$ cat config.mk
export PLATFORM = sky130hd
export DESIGN_NAME = im2col_addr_gen
export DESIGN_NICKNAME = d
export VERILOG_FILES = /design/src/rtl/im2col_pkg.sv /design/src/rtl/im2col_seq.sv /design/src/rtl/im2col_addr_calc.sv /design/src/rtl/im2col_addr_gen.sv
export SDC_FILE = /design/constraint.sdc
export NUM_CORES = 1
export LEC_CHECK = 0
export ABC_AREA = 1
export BUFFER_PORTS_ARGS = -buffer_cell sky130_fd_sc_hd__buf_2
export CORE_ASPECT_RATIO = 2
export CORE_UTILIZATION = 65
export DETAILED_ROUTE_END_ITERATION = 6
export GPL_TIMING_DRIVEN = 0
export HOLD_SLACK_MARGIN = 0.05
export PLACE_DENSITY = 0.93
export REMOVE_ABC_BUFFERS = 1
export SETUP_SLACK_MARGIN = 0.4
export SYNTH_ARGS = -nofsm -noshare
export SYNTH_HDL_FRONTEND = slang
export SYNTH_HIERARCHICAL = 1
export SYNTH_SLANG_ARGS = --single-unit
$ cat constraint.sdc
create_clock -name clk -period 31.5 [get_ports clk]
set_input_delay 1.575 -clock clk [delete_from_list [all_inputs] [get_ports clk]]
set_output_delay 1.575 -clock clk [all_outputs]
set_load 0.05 [all_outputs]
$ cat src/rtl/im2col_pkg.sv
package im2col_pkg;

    typedef enum logic {
        GEN_IDLE = 1'b0,
        GEN_RUN  = 1'b1
    } gen_state_e;

endpackage

$ cat src/rtl/im2col_seq.sv
module im2col_seq
    import im2col_pkg::*;
#(
    parameter int ADDR_W   = 32,
    parameter int DIM_W    = 8,
    parameter int KS_W     = 3,
    parameter int STR_W    = 3,
    parameter int PADV_W   = 2,
    parameter int MAX_TILE = 32
) (
    input  logic              clk,
    input  logic              rst_n,
    input  logic              start_i,
    input  logic [ADDR_W-1:0] cfg_base_i,
    input  logic [DIM_W-1:0]  cfg_height_i,
    input  logic [DIM_W-1:0]  cfg_width_i,
    input  logic [DIM_W-1:0]  cfg_chans_i,
    input  logic [KS_W-1:0]   cfg_ksize_i,
    input  logic [STR_W-1:0]  cfg_stride_i,
    input  logic [PADV_W-1:0] cfg_pad_i,
    input  logic [DIM_W-1:0]  cfg_out_row_i,
    input  logic [DIM_W-1:0]  cfg_col_first_i,
    input  logic [DIM_W-1:0]  cfg_col_count_i,
    input  logic [DIM_W-1:0]  cfg_ch_first_i,
    input  logic [DIM_W-1:0]  cfg_ch_count_i,
    input  logic              ready_i,
    output logic              valid_o,
    output logic              done_o,
    output logic [ADDR_W-1:0] base_o,
    output logic [DIM_W-1:0]  height_o,
    output logic [DIM_W-1:0]  width_o,
    output logic [DIM_W-1:0]  chans_o,
    output logic [STR_W-1:0]  stride_o,
    output logic [PADV_W-1:0] pad_o,
    output logic [DIM_W-1:0]  row_o,
    output logic [DIM_W:0]    col_abs_o,
    output logic [DIM_W:0]    ch_abs_o,
    output logic [KS_W-1:0]   ky_o,
    output logic [KS_W-1:0]   kx_o
);

    localparam int TILE_W = $clog2(MAX_TILE + 1);
    localparam int IDX_W  = $clog2(MAX_TILE);
    localparam int ABS_W  = DIM_W + 1;

    typedef struct packed {
        gen_state_e        state;
        logic              done;
        logic [ADDR_W-1:0] base;
        logic [DIM_W-1:0]  height;
        logic [DIM_W-1:0]  width;
        logic [DIM_W-1:0]  chans;
        logic [KS_W-1:0]   ksize;
        logic [STR_W-1:0]  stride;
        logic [PADV_W-1:0] pad;
        logic [DIM_W-1:0]  row;
        logic [DIM_W-1:0]  col_first;
        logic [TILE_W-1:0] col_cnt;
        logic [DIM_W-1:0]  ch_first;
        logic [TILE_W-1:0] ch_cnt;
        logic [IDX_W-1:0]  col_idx;
        logic [IDX_W-1:0]  ch_idx;
        logic [KS_W-1:0]   ky;
        logic [KS_W-1:0]   kx;
    } seq_state_t;

    seq_state_t st_d, st_q;

    logic [TILE_W-1:0] col_clamp;
    logic [TILE_W-1:0] ch_clamp;
    logic              kx_last, ky_last, ch_last, col_last;

    always_comb begin
        col_clamp = (cfg_col_count_i > DIM_W'(MAX_TILE)) ? TILE_W'(MAX_TILE)
                                                          : TILE_W'(cfg_col_count_i);
        ch_clamp  = (cfg_ch_count_i > DIM_W'(MAX_TILE))  ? TILE_W'(MAX_TILE)
                                                          : TILE_W'(cfg_ch_count_i);

        kx_last  = (st_q.kx == st_q.ksize - KS_W'(1));
        ky_last  = (st_q.ky == st_q.ksize - KS_W'(1));
        ch_last  = (TILE_W'(st_q.ch_idx) == st_q.ch_cnt - TILE_W'(1));
        col_last = (TILE_W'(st_q.col_idx) == st_q.col_cnt - TILE_W'(1));

        st_d      = st_q;
        st_d.done = 1'b0;

        if (st_q.state == GEN_IDLE) begin
            if (start_i) begin
                st_d.base      = cfg_base_i;
                st_d.height    = cfg_height_i;
                st_d.width     = cfg_width_i;
                st_d.chans     = cfg_chans_i;
                st_d.ksize     = cfg_ksize_i;
                st_d.stride    = cfg_stride_i;
                st_d.pad       = cfg_pad_i;
                st_d.row       = cfg_out_row_i;
                st_d.col_first = cfg_col_first_i;
                st_d.col_cnt   = col_clamp;
                st_d.ch_first  = cfg_ch_first_i;
                st_d.ch_cnt    = ch_clamp;
                st_d.col_idx   = '0;
                st_d.ch_idx    = '0;
                st_d.ky        = '0;
                st_d.kx        = '0;
                if (col_clamp == '0 || ch_clamp == '0 || cfg_ksize_i == '0) begin
                    st_d.done = 1'b1;
                end else begin
                    st_d.state = GEN_RUN;
                end
            end
        end else if (ready_i) begin
            if (!kx_last) begin
                st_d.kx = st_q.kx + KS_W'(1);
            end else begin
                st_d.kx = '0;
                if (!ky_last) begin
                    st_d.ky = st_q.ky + KS_W'(1);
                end else begin
                    st_d.ky = '0;
                    if (!ch_last) begin
                        st_d.ch_idx = st_q.ch_idx + IDX_W'(1);
                    end else begin
                        st_d.ch_idx = '0;
                        if (!col_last) begin
                            st_d.col_idx = st_q.col_idx + IDX_W'(1);
                        end else begin
                            st_d.col_idx = '0;
                            st_d.state   = GEN_IDLE;
                            st_d.done    = 1'b1;
                        end
                    end
                end
            end
        end
    end

    always_ff @(posedge clk) begin
        if (!rst_n) begin
            st_q <= '0;
        end else begin
            st_q <= st_d;
        end
    end

    assign valid_o   = (st_q.state == GEN_RUN);
    assign done_o    = st_q.done;
    assign base_o    = st_q.base;
    assign height_o  = st_q.height;
    assign width_o   = st_q.width;
    assign chans_o   = st_q.chans;
    assign stride_o  = st_q.stride;
    assign pad_o     = st_q.pad;
    assign row_o     = st_q.row;
    assign col_abs_o = ABS_W'(st_q.col_first) + ABS_W'(st_q.col_idx);
    assign ch_abs_o  = ABS_W'(st_q.ch_first) + ABS_W'(st_q.ch_idx);
    assign ky_o      = st_q.ky;
    assign kx_o      = st_q.kx;

endmodule

$ cat src/rtl/im2col_addr_calc.sv
module im2col_addr_calc #(
    parameter int ADDR_W     = 32,
    parameter int DIM_W      = 8,
    parameter int KS_W       = 3,
    parameter int STR_W      = 3,
    parameter int PADV_W     = 2,
    parameter int ELEM_BYTES = 2
) (
    input  logic [ADDR_W-1:0] base_i,
    input  logic [DIM_W-1:0]  height_i,
    input  logic [DIM_W-1:0]  width_i,
    input  logic [DIM_W-1:0]  chans_i,
    input  logic [STR_W-1:0]  stride_i,
    input  logic [PADV_W-1:0] pad_i,
    input  logic [DIM_W-1:0]  row_i,
    input  logic [DIM_W:0]    col_abs_i,
    input  logic [DIM_W:0]    ch_abs_i,
    input  logic [KS_W-1:0]   ky_i,
    input  logic [KS_W-1:0]   kx_i,
    output logic [ADDR_W-1:0] addr_o,
    output logic              pad_o
);

    localparam int  COORD_W    = DIM_W + STR_W + KS_W + 1;
    localparam int  ABS_W      = DIM_W + 1;
    localparam bit  ELEM_POW2  = ((ELEM_BYTES & (ELEM_BYTES - 1)) == 0);
    localparam int  ELEM_SHIFT = $clog2(ELEM_BYTES);

    logic [COORD_W-1:0] y_pos, x_pos, y_val, x_val;
    logic               y_out, x_out, c_out;
    logic [ADDR_W-1:0]  lin;
    logic [ADDR_W-1:0]  scaled;

    always_comb begin
        y_pos = COORD_W'(row_i) * COORD_W'(stride_i) + COORD_W'(ky_i);
        x_pos = COORD_W'(col_abs_i) * COORD_W'(stride_i) + COORD_W'(kx_i);
        y_val = y_pos - COORD_W'(pad_i);
        x_val = x_pos - COORD_W'(pad_i);
        y_out = (y_pos < COORD_W'(pad_i)) || (y_val >= COORD_W'(height_i));
        x_out = (x_pos < COORD_W'(pad_i)) || (x_val >= COORD_W'(width_i));
        c_out = (ch_abs_i >= ABS_W'(chans_i));
        lin   = (ADDR_W'(ch_abs_i) * ADDR_W'(height_i) + ADDR_W'(y_val))
                * ADDR_W'(width_i) + ADDR_W'(x_val);
    end

    generate
        if (ELEM_POW2) begin : g_shift
            assign scaled = lin << ELEM_SHIFT;
        end else begin : g_mult
            assign scaled = lin * ADDR_W'(ELEM_BYTES);
        end
    endgenerate

    assign pad_o  = y_out || x_out || c_out;
    assign addr_o = pad_o ? '0 : base_i + scaled;

endmodule

$ cat src/rtl/im2col_addr_gen.sv
module im2col_addr_gen #(
    parameter int ADDR_W     = 32,
    parameter int DIM_W      = 8,
    parameter int KS_W       = 3,
    parameter int STR_W      = 3,
    parameter int PADV_W     = 2,
    parameter int MAX_TILE   = 32,
    parameter int ELEM_BYTES = 2
) (
    input  logic              clk,
    input  logic              rst_n,
    input  logic              start_i,
    input  logic [ADDR_W-1:0] cfg_base_i,
    input  logic [DIM_W-1:0]  cfg_height_i,
    input  logic [DIM_W-1:0]  cfg_width_i,
    input  logic [DIM_W-1:0]  cfg_chans_i,
    input  logic [KS_W-1:0]   cfg_ksize_i,
    input  logic [STR_W-1:0]  cfg_stride_i,
    input  logic [PADV_W-1:0] cfg_pad_i,
    input  logic [DIM_W-1:0]  cfg_out_row_i,
    input  logic [DIM_W-1:0]  cfg_col_first_i,
    input  logic [DIM_W-1:0]  cfg_col_count_i,
    input  logic [DIM_W-1:0]  cfg_ch_first_i,
    input  logic [DIM_W-1:0]  cfg_ch_count_i,
    output logic              out_valid_o,
    input  logic              out_ready_i,
    output logic [ADDR_W-1:0] out_addr_o,
    output logic              out_pad_o,
    output logic              done_o
);

    logic [ADDR_W-1:0] base_w;
    logic [DIM_W-1:0]  height_w, width_w, chans_w, row_w;
    logic [STR_W-1:0]  stride_w;
    logic [PADV_W-1:0] pad_w;
    logic [DIM_W:0]    col_abs_w, ch_abs_w;
    logic [KS_W-1:0]   ky_w, kx_w;

    im2col_seq #(
        .ADDR_W  (ADDR_W),
        .DIM_W   (DIM_W),
        .KS_W    (KS_W),
        .STR_W   (STR_W),
        .PADV_W  (PADV_W),
        .MAX_TILE(MAX_TILE)
    ) u_seq (
        .clk            (clk),
        .rst_n          (rst_n),
        .start_i        (start_i),
        .cfg_base_i     (cfg_base_i),
        .cfg_height_i   (cfg_height_i),
        .cfg_width_i    (cfg_width_i),
        .cfg_chans_i    (cfg_chans_i),
        .cfg_ksize_i    (cfg_ksize_i),
        .cfg_stride_i   (cfg_stride_i),
        .cfg_pad_i      (cfg_pad_i),
        .cfg_out_row_i  (cfg_out_row_i),
        .cfg_col_first_i(cfg_col_first_i),
        .cfg_col_count_i(cfg_col_count_i),
        .cfg_ch_first_i (cfg_ch_first_i),
        .cfg_ch_count_i (cfg_ch_count_i),
        .ready_i        (out_ready_i),
        .valid_o        (out_valid_o),
        .done_o         (done_o),
        .base_o         (base_w),
        .height_o       (height_w),
        .width_o        (width_w),
        .chans_o        (chans_w),
        .stride_o       (stride_w),
        .pad_o          (pad_w),
        .row_o          (row_w),
        .col_abs_o      (col_abs_w),
        .ch_abs_o       (ch_abs_w),
        .ky_o           (ky_w),
        .kx_o           (kx_w)
    );

    im2col_addr_calc #(
        .ADDR_W    (ADDR_W),
        .DIM_W     (DIM_W),
        .KS_W      (KS_W),
        .STR_W     (STR_W),
        .PADV_W    (PADV_W),
        .ELEM_BYTES(ELEM_BYTES)
    ) u_calc (
        .base_i   (base_w),
        .height_i (height_w),
        .width_i  (width_w),
        .chans_i  (chans_w),
        .stride_i (stride_w),
        .pad_i    (pad_w),
        .row_i    (row_w),
        .col_abs_i(col_abs_w),
        .ch_abs_i (ch_abs_w),
        .ky_i     (ky_w),
        .kx_i     (kx_w),
        .addr_o   (out_addr_o),
        .pad_o    (out_pad_o)
    );

endmodule

# After elaboration in Yosys (flattened, before gate mapping)
# Cells that the tools add are included.
# W data, S select, Z words.
[word_totals] in_bits=108 wordCells=90 output_inout_bits=35 reg_bits=118
[classes] reduce_logical=15 n_lt_le_gt_ge=7 muxes=21 n_bitwise=1 n_eq_ne=8 add_sub_neg=16 multipliers=4
[op_table] operator="$mux W118" n=1
[op_table] operator="$add A32 B32 Y32" n=1
[op_table] operator="$mul A32 B8 Y31" n=1
[op_table] operator="$mux W16" n=2
[op_table] operator="$mux W32" n=1
[op_table] operator="$add A31 B15 Y31" n=1
[op_table] operator="$ge A15 B8 Y1" n=2
[op_table] operator="$lt A15 B2 Y1" n=2
[op_table] operator="$sub A15 B2 Y15" n=2
[op_table] operator="$add A17 B15 Y18" n=1
[op_table] operator="$add A8 B5 Y9" n=2
[op_table] operator="$mul A9 B8 Y17" n=1
[op_table] operator="$gt A8 B6 Y1 const B" n=2
[op_table] operator="$mux W5" n=3
[op_table] operator="$add A12 B3 Y13" n=1
[op_table] operator="$mux W13" n=1
[op_table] operator="$add A11 B3 Y12" n=1
[op_table] operator="$eq A5 B6 Y1" n=2
[op_table] operator="$logic_not A6 Y1" n=2
[op_table] operator="$mul A9 B3 Y12" n=1
[op_table] operator="$mux W2" n=6
[op_table] operator="$mux W6" n=2
[op_table] operator="$sub A6 B1 Y6 const B" n=2
[op_table] operator="$mul A8 B3 Y11" n=1
[op_table] operator="17 further kinds" n=31

# Logic depth before layout (Yosys ltp)
# Gate-level depths: netlist of the first run.
[logic_depth] depth_word=9 ltp_mapped=66 ltp_nobuf=63

# Cells and area by module
# Netlist of the first run, hierarchy kept.
[modules_own_cells] module="im2col_addr_calc" seq_area_each_um2=0.0 n_inst=1 area_per_inst_um2=12927.4 cells_per_inst=1912
[modules_own_cells] module="im2col_seq" seq_area_each_um2=2362.3 n_inst=1 area_per_inst_um2=5984.5 cells_per_inst=830

# Worst setup path after synthesis of the first run
# Ideal clock, no wire load.
[synth_path] kind="register to output" start="register u_seq.st_q, in the netlist u_seq/stride_o[2]" end="output out_addr_o[28]" stages_incl_launch_ff=61 t_arrival_ns=12.345 setup_slack_ns=17.580 cell_sequence="dfxtp_1 buf_4 clkbuf_1 clkbuf_1 nand2_1 fa_1 inv_1 fa_1 fa_1 nor2_1 o21ai_0 nor2_1 nand3_1 nor2_2 nand3_2 nand2_1 inv_1 fa_1 [25 not listed] ha_1 nand2_1 nor4_1 nand4_1 nand3_1 nand2_1 o311ai_0 xor2_1 ha_1 nand2_1 nor2_1 inv_1 nor2_1 nand3_1 or2_2 nand3_1 nand4_1 nor2_1"
[synth_between] elab_chain_cells=8
[synth_rtl] element="from (decl)" line_no="im2col_seq.sv:67" text="seq_state_t st_d, st_q;"
[synth_rtl] element="from (signal assigned)" line_no="im2col_seq.sv:141" text="st_q <= st_d;"
[synth_rtl] element="$mul A8 B3 Y11 / $mul A9 B3 Y12 (equally long branches)" line_no="im2col_addr_calc.sv:35, im2col_addr_calc.sv:36"
[synth_rtl] element="$add A11 B3 Y12 / $add A12 B3 Y13 (equally long branches)" line_no="im2col_addr_calc.sv:35, im2col_addr_calc.sv:36"
[synth_rtl] element="$sub A15 B2 Y15 (on tied branches)" line_no="im2col_addr_calc.sv:37, im2col_addr_calc.sv:38"
[synth_rtl] element="$add A17 B15 Y18, or another cell as far along" line_no="im2col_addr_calc.sv:42" text="lin = (ADDR_W'(ch_abs_i) * ADDR_W'(height_i) + ADDR_W'(y_val))"
[synth_rtl] element="$mul A32 B8 Y31, or another cell as far along" line_no="im2col_addr_calc.sv:43" text="* ADDR_W'(width_i) + ADDR_W'(x_val);"
[synth_rtl] element="$add A31 B15 Y31 / $logic_or A1 B1 Y1 (equally long branches)" line_no="im2col_addr_calc.sv:43, im2col_addr_calc.sv:54"
[synth_rtl] element="$add A32 B32 Y32 / $logic_or A1 B1 Y1 (equally long branches)" line_no="im2col_addr_calc.sv:55, im2col_addr_calc.sv:54"
[synth_rtl] element="$mux W32 (*)" line_no="im2col_addr_calc.sv:55" text="assign addr_o = pad_o ? '0 : base_i + scaled;"
[synth_rtl] element="to (decl)" line_no="im2col_addr_gen.sv:27" text="output logic [ADDR_W-1:0] out_addr_o,"
# Mark *: on every way between the ends. The rest lies on a longest branch, timed or not.

# Worst setup path in the final report of the first run
[layout_path] start="register u_seq.st_q, in the netlist u_seq/stride_o[2]" end="output out_addr_o[31]"
# The elaborated chain is that of the path after synthesis.

==> results of run 1 <==
layout by cell type (no fill, tap or decap), types with 11 or more instances in the layout:
master,count
a21oi_1,130
buf_2,141
clkbuf_16,17
dfxtp_1,118
fa_1,190
ha_1,206
inv_1,526
nand2_1,555
nand2_2,12
nand3_1,99
nand4_1,24
nor2_1,357
nor2_4,16
nor3_1,14
o21ai_0,151
or2_2,11
xnor2_1,30
xor2_1,47
metal layers:
layer	up-vias	GRT usage	part of all wire
met2	777	0.703	0.52
met5	-	0	0.00066
met4	6	0.401	0.11
met1	8367	0.317	0.30
met3	333	0.121	0.069
li1	8375	-	-
state kept, by name, summed over array words and instances, names as in the netlist:
signal	flops
u_seq/st_q	41
u_seq/base_o	32
u_seq/chans_o	8
u_seq/height_o	8
u_seq/row_o	8
u_seq/width_o	8
u_seq/kx_o	3
u_seq/ky_o	3
u_seq/stride_o	3
u_seq/pad_o	2
u_seq/done_o	1
u_seq/valid_o	1
worst max-delay path by stage:
stage / startpoint / to / slack [ns] / cells after the start
final: u_seq/stride_o[2] / out_addr_o[31] / 13.82 / 57
after detailed placement: u_seq/stride_o[2] / out_addr_o[31] / 15.44 / 57
after global placement: u_seq/stride_o[2] / out_addr_o[31] / 15.75 / 57
after global routing: u_seq/stride_o[0] / out_addr_o[31] / 13.38 / 58
after floorplan: u_seq/stride_o[2] / out_addr_o[28] / 17.90 / 57
after CTS: u_seq/stride_o[2] / out_addr_o[31] / 14.93 / 57
worst max-delay path, delay by kind of cell, from the launching register on:
kind / cells / cell delay, ns
AO/OA/AOI/OAI: 6 / 0.88
XOR/XNOR: 2 / 1.61
adder cells (fa/ha/maj): 14 / 6.72
buffers and inverters: 11 / 1.01
flip-flops: 1 / 0.72
AND/OR/NAND/NOR: 24 / 4.70
power by group:
part	switching, mW	internal, mW	total [mW]	leakage [nW]
Combinational	0.879	0.426	1.30	9.74
Clock	0.0856	0.103	0.188	0.258
Sequential	0.0195	0.161	0.181	0.975
Total	0.984	0.690	1.67	11.0
cells by family (layout without fill, tap and decap cells):
logic type | Yosys count | in the layout | synth area share
adders and majority gates | 396 | 396 | 0.337
AOI/OAI and AO/OA | 332 | 332 | 0.0945
xor gates and xnor gates | 77 | 77 | 0.0357
and+or+nand+nor | 1125 | 1125 | 0.251
other | 0 | 1 | 0
buffers and inverters | 694 | 714 | 0.156
DFF | 118 | 118 | 0.125
stage by stage:
stage | std cells | instance area (um2) | utilization | setup slack [ns] | total power [mW]
after floorplan | 2584 | 18000 | - | 17.90 | 1.11
after global placement | 3086 | 19100 | 0.666 | 15.75 | 1.40
after detailed placement | 3089 | 19200 | 0.669 | 15.44 | 1.44
after CTS | 3121 | 19800 | 0.688 | 14.93 | 1.63
after global routing | 3122 | 19800 | 0.688 | 13.38 | 1.82
final | 3123 | 19800 | 0.688 | 13.82 | 1.67
area by class of cell:
| cell class | count | area (um2) |
|---|---|---|
| clock buffer | 18 | 439 |
| multi-input combinational | 1930 | 13600 |
| sequential | 118 | 2360 |
| antenna | 1 | 2.50 |
| timing repair buffer | 146 | 796 |
| clock inverter | 14 | 103 |
| inverter | 536 | 2010 |
| tap | 360 | 450 |
| fill | 2341 | 8960 |
==> summary.md, run 1 <==
| Metric | Value |
|---|---|
| Max-slew headroom | -0.0411 |
| Layout area overhead | 4.55% |
| Reg2Reg Depth | 11 |
| Top-count cell post-synth | nand2_1 |
| Row cnt | just under 90 |
| Total Wirelength | 55800 um |
| Final nets | 3253 |
| Data required, critical path | 29.93 ns |
| Post-synthesis async set-or-reset flop share | 0 |
| Ys flop type | dfxtp_1 |
| Max stage delay on crit path | 1.21 ns |
| Antenna Nets Post-Route | 0 |
| Number of buffers created by CTS | 17 |
| CTS root buf | clkbuf_16 |
| Via/cell ratio | 5.72 |
| Worst-path fanout max | 18 |
| PostCTS Resize Cnt | 0 |
| First drt pass iteration count | 7 |
| RR Startpoint | u_seq/valid_o |
| Synth warn | 6 |
| Max cap viols | 1 |
| Core area | approximately 29000 um2 |
| Failing checks | max-capacitance violations, max-slew violations |
| Count of unique library cells instantiated by Yosys | 53 |
| Mapped cell area | between 15000 and 20000 um2 |
| DRC errors left | 0 |
| Post-synthesis register bit count | 118 |
| Die ar. | 29800 um2 |
| H-tree levels | 4 |
| Buffers on Ports | roughly 140 |
| Max Slew Vio Count | 8 |
| Pwr dens | about 85 nW/um2 |
| Tmin final | ~18 ns |
| Iteration-0 DRC Markers | just over 900 |
| Worst R2R End | u_seq/st_q[12] |
| Unrepaired setup endpoints after global routing | false |
| WHS Endpoint | u_seq/st_q[58] |
| Clock Latency Late Sink | between 0.4 and 0.5 ns |
| Total negative slack | 0 ns |
| Setup crit end kind | primary output |
| Pin count of the biggest net entering global routing | around 110 |
| Die Ht | 243 um |
| CTS tree | built |
| Vias | 17900 |
| # hold bufs at CTS | 0 |
| Global-route wire length before repair | 88700 um |
| Clk pin slew, worst setup/hold paths | 0.06 ns |
| Clock sink total | 118 |
| F_max | around 0.057 GHz |
| EDFF count, synth | 0 |
| Top cells by count, synth | 555 x nand2_1, 527 x inv_1, 358 x nor2_1 |
| Clk_skew | 0.00945 ns |
| Routed len/inst | 17.9 um |
| Share of layout cells above drive strength 1 | 0.0894 |
| Leading area contributor after synthesis | fa_1 |
| Worst-path cell with the longest stage delay | xor2_1 |
| Post-DP HPWL | 43800 um |
| HP Class | flop to flop |
| Antenna violations before repair | 3 |
| Avg Inst Size Synth | 6.90 um2 |
| Slew @ Worst Pin | 1.56 ns |
| Status | finished, violations left |
| Hold depth | 2 |
| GRT overflow | 0 |
| Crit start category | flop |
| Yosys top cell area share | 0.201 |
| Worst EP arrival | between 15 and 20 ns |
| Die Span X | 123 um |
| R2R setup slack | 28.22 ns |
| Ports | 143 |
| Clock buffer depth | 2 |
| Synth top area cells | fa_1 20%, ha_1 14%, dfxtp_1 12% |
| Worst VDD drop | 0.0931 mV |
| Setup Buffers After CTS | 0 |
| Min-Delay Startpoint | u_seq/st_q[58] |
| Crit path kind | flop to primary output |
| Global-route usage over all layers | 0.394 |
| Finish-stage setup viols | 0 |
| Period utilization | 0.561 |
| Static leakage | 11.0 nW |
| WHS | 0.476 ns |
| Post-Synthesis Cells | 2742 |
| Final Hold Fails | 0 |
| Vias in the first global route | 18700 |
| Seq/Total Area, Yosys | 0.125 |
| Initial Utilization | 0.658 |
| Routability cong. | 1.04 |
Note: power is estimated with default switching activity, not from simulation.
==> inputs of run 2 (changes only) <==
CORE_UTILIZATION = 63   (was 65)
PLACE_DENSITY = 0.91   (was 0.93)
clock period = 16.6 ns   (was 31.5 ns; I/O delays follow)
==> run 2 against run 1 <==
Effect of this change: the run now ends clean; power rose by 89%; clock power grew 97%; clock-buffer cell count up 2; worst hold slack got worse by 0.015 ns; setup slack worse by 13 ns; design area up 0.21%; largest power group unchanged.
==> summary.md, run 2 (synthesized netlist as in run 1, its figures left out) <==
| Metric | Value |
|---|---|
| HP Class | flop to flop |
| CTS tree | built |
| DRC errors left | 0 |
| Buffers on Ports | 142 |
| Hold depth | 2 |
| Via/cell ratio | 5.60 |
| Top reg by flops | u_seq/st_q |
| Total Wirelength | between 50000 and 60000 um |
| Finish-stage setup viols | 0 |
| Max FFs per register | 41 |
| Tmin final | 15.55 ns |
| Max cap viols | 0 |
| Total negative slack | 0 ns |
| Worst-path cell with the longest stage delay | xor2_2 |
| Crit path kind | flop to primary output |
| Number of inserted diodes | 0 |
| Worst-path fanout max | 18 |
| # hold bufs at CTS | 0 |
| Final Hold Fails | 0 |
| Routability cong. | 0.990 |
| Vias | 17500 |
| Initial Utilization | 0.641 |
| Most common cell after layout, fill and taps aside | nand2_1 |
| First drt pass iteration count | 7 |
| F_max | 0.0643 GHz |
| Static leakage | 11.0 nW |
| Clock sink total | approximately 120 |
| Pwr dens | 160 nW/um2 |
| Worst EP arrival | between 10 and 15 ns |
| R2R setup slack | 13.62 ns |
| Routed len/inst | 17.3 um |
| Antenna violations before repair | 0 |
| Period utilization | 0.937 |
| Global-route usage over all layers | 0.360 |
| Pin count of the biggest net entering global routing | 67 |
| Number of buffers created by CTS | 17 |
| Global-route wire length before repair | 85700 um |
| Clock buffer depth | 2 |
| Data required, critical path | 15.77 ns |
| Slew @ Worst Pin | 1.26 ns |
| Commonest cells after routing, fill and taps aside | 555 x nand2_1, 526 x inv_1, 357 x nor2_1 |
| Layout area overhead | 4.77% |
| Crit start category | flop |
| Max stage delay on crit path | 0.61 ns |
| Post-DP HPWL | roughly 44000 um |
| Clk_skew | 0.0108 ns |
| GRT overflow | 0 |
| Worst VDD drop | 0.175 mV |
| Final nets | 3253 |
| Clk pin slew, worst setup/hold paths | 0.06 ns |
| PostCTS Resize Cnt | 0 |
| Share of layout cells above drive strength 1 | 0.0909 |
| Die Ht | 247 um |
| Iteration-0 DRC Markers | 891 |
| Setup Buffers After CTS | 0 |
| Antenna Nets Post-Route | 0 |
| Vias in the first global route | between 15000 and 20000 |
| Die ar. | 30800 um2 |
| Status | complete, no violations |
| Setup crit end kind | primary output |
| H-tree levels | 4 |
| Clock Latency Late Sink | ~0.46 ns |
| Setup crit start | u_seq/stride_o[2] |
| Core area | 29500 um2 |
| End of the critical path | out_addr_o[28] |
| Max-slew headroom | 0.155 |
| Pwr Total | 3.16 mW |
| Ports | around 140 |
| Row cnt | 89 |
| Unrepaired setup endpoints after global routing | false |
| Die Span X | 125 um |
| CTS root buf | clkbuf_16 |
| Worst R2R End | u_seq/st_q[8] |
| RR Startpoint | u_seq/valid_o |
| Reg2Reg Depth | 8 |
| Max Slew Vio Count | 0 |
## run 2: cell count changes in the layout (fill, tap and decap cells not counted), sizes merged
cell and delta:
bufinv +1, diode -1, clkbuf +2, clkinv -4
## run 2: area by class of cell
cell class	count	area, um2
multi-input combinational	1930	13600
sequential	118	2370
tap	364	455
clock buffer	20	457
inverter	536	2010
timing repair buffer	146	793
clock inverter	11	101
fill	2466	9700
## run 2: per-stage QoR
stage / util / setup WS, ns / hold WS, ns / cells / instance area [um2]
2_1_floorplan: - / 3.74 / 0.433 / 2584 / 18000
3_3_place_gp: 0.649 / 1.69 / 0.445 / 3090 / 19100
3_5_place_dp: 0.652 / 1.43 / 0.451 / 3094 / 19200
4_1_cts: 0.671 / 0.893 / 0.459 / 3125 / 19800
5_1_grt: 0.671 / 0.347 / 0.511 / 3125 / 19800
6_report: 0.671 / 1.05 / 0.461 / 3125 / 19800
## run 2: report_power, final
| group | internal [mW] | switching [mW] | total, mW |
|---|---|---|---|
| registers | 0.306 | 0.0347 | 0.341 |
| logic | 0.807 | 1.65 | 2.45 |
| clock network | 0.213 | 0.157 | 0.370 |
## run 2: worst max-delay path: cells and delay by family (launching register included)
family / cells / cell delay [ns]
flops: 1 / 0.53
xor+xnor: 2 / 1.17
simple gates: 25 / 3.81
compound gates: 5 / 0.96
buf+inv: 12 / 1.06
fa+ha+maj: 14 / 6.67
## run 2: worst min-delay path by stage
stage / to / start / slack, ns
2_1_floorplan: u_seq/st_q[58] / u_seq/st_q[58] / 0.43
3_3_place_gp: u_seq/st_q[58] / u_seq/st_q[58] / 0.45
3_5_place_dp: u_seq/st_q[58] / u_seq/st_q[58] / 0.45
4_1_cts: u_seq/st_q[58] / u_seq/st_q[58] / 0.46
5_1_grt: u_seq/st_q[58] / u_seq/st_q[58] / 0.51
6_report: u_seq/st_q[58] / u_seq/st_q[58] / 0.46
## run 2: per-layer routing
metal,GRT usage,routed length (um),up-vias
met3,0.0519,2160,260
met1,0.300,17000,8215
met5,0,0,-
li1,-,-,8365
met4,0.369,5840,0
met2,0.692,29200,669
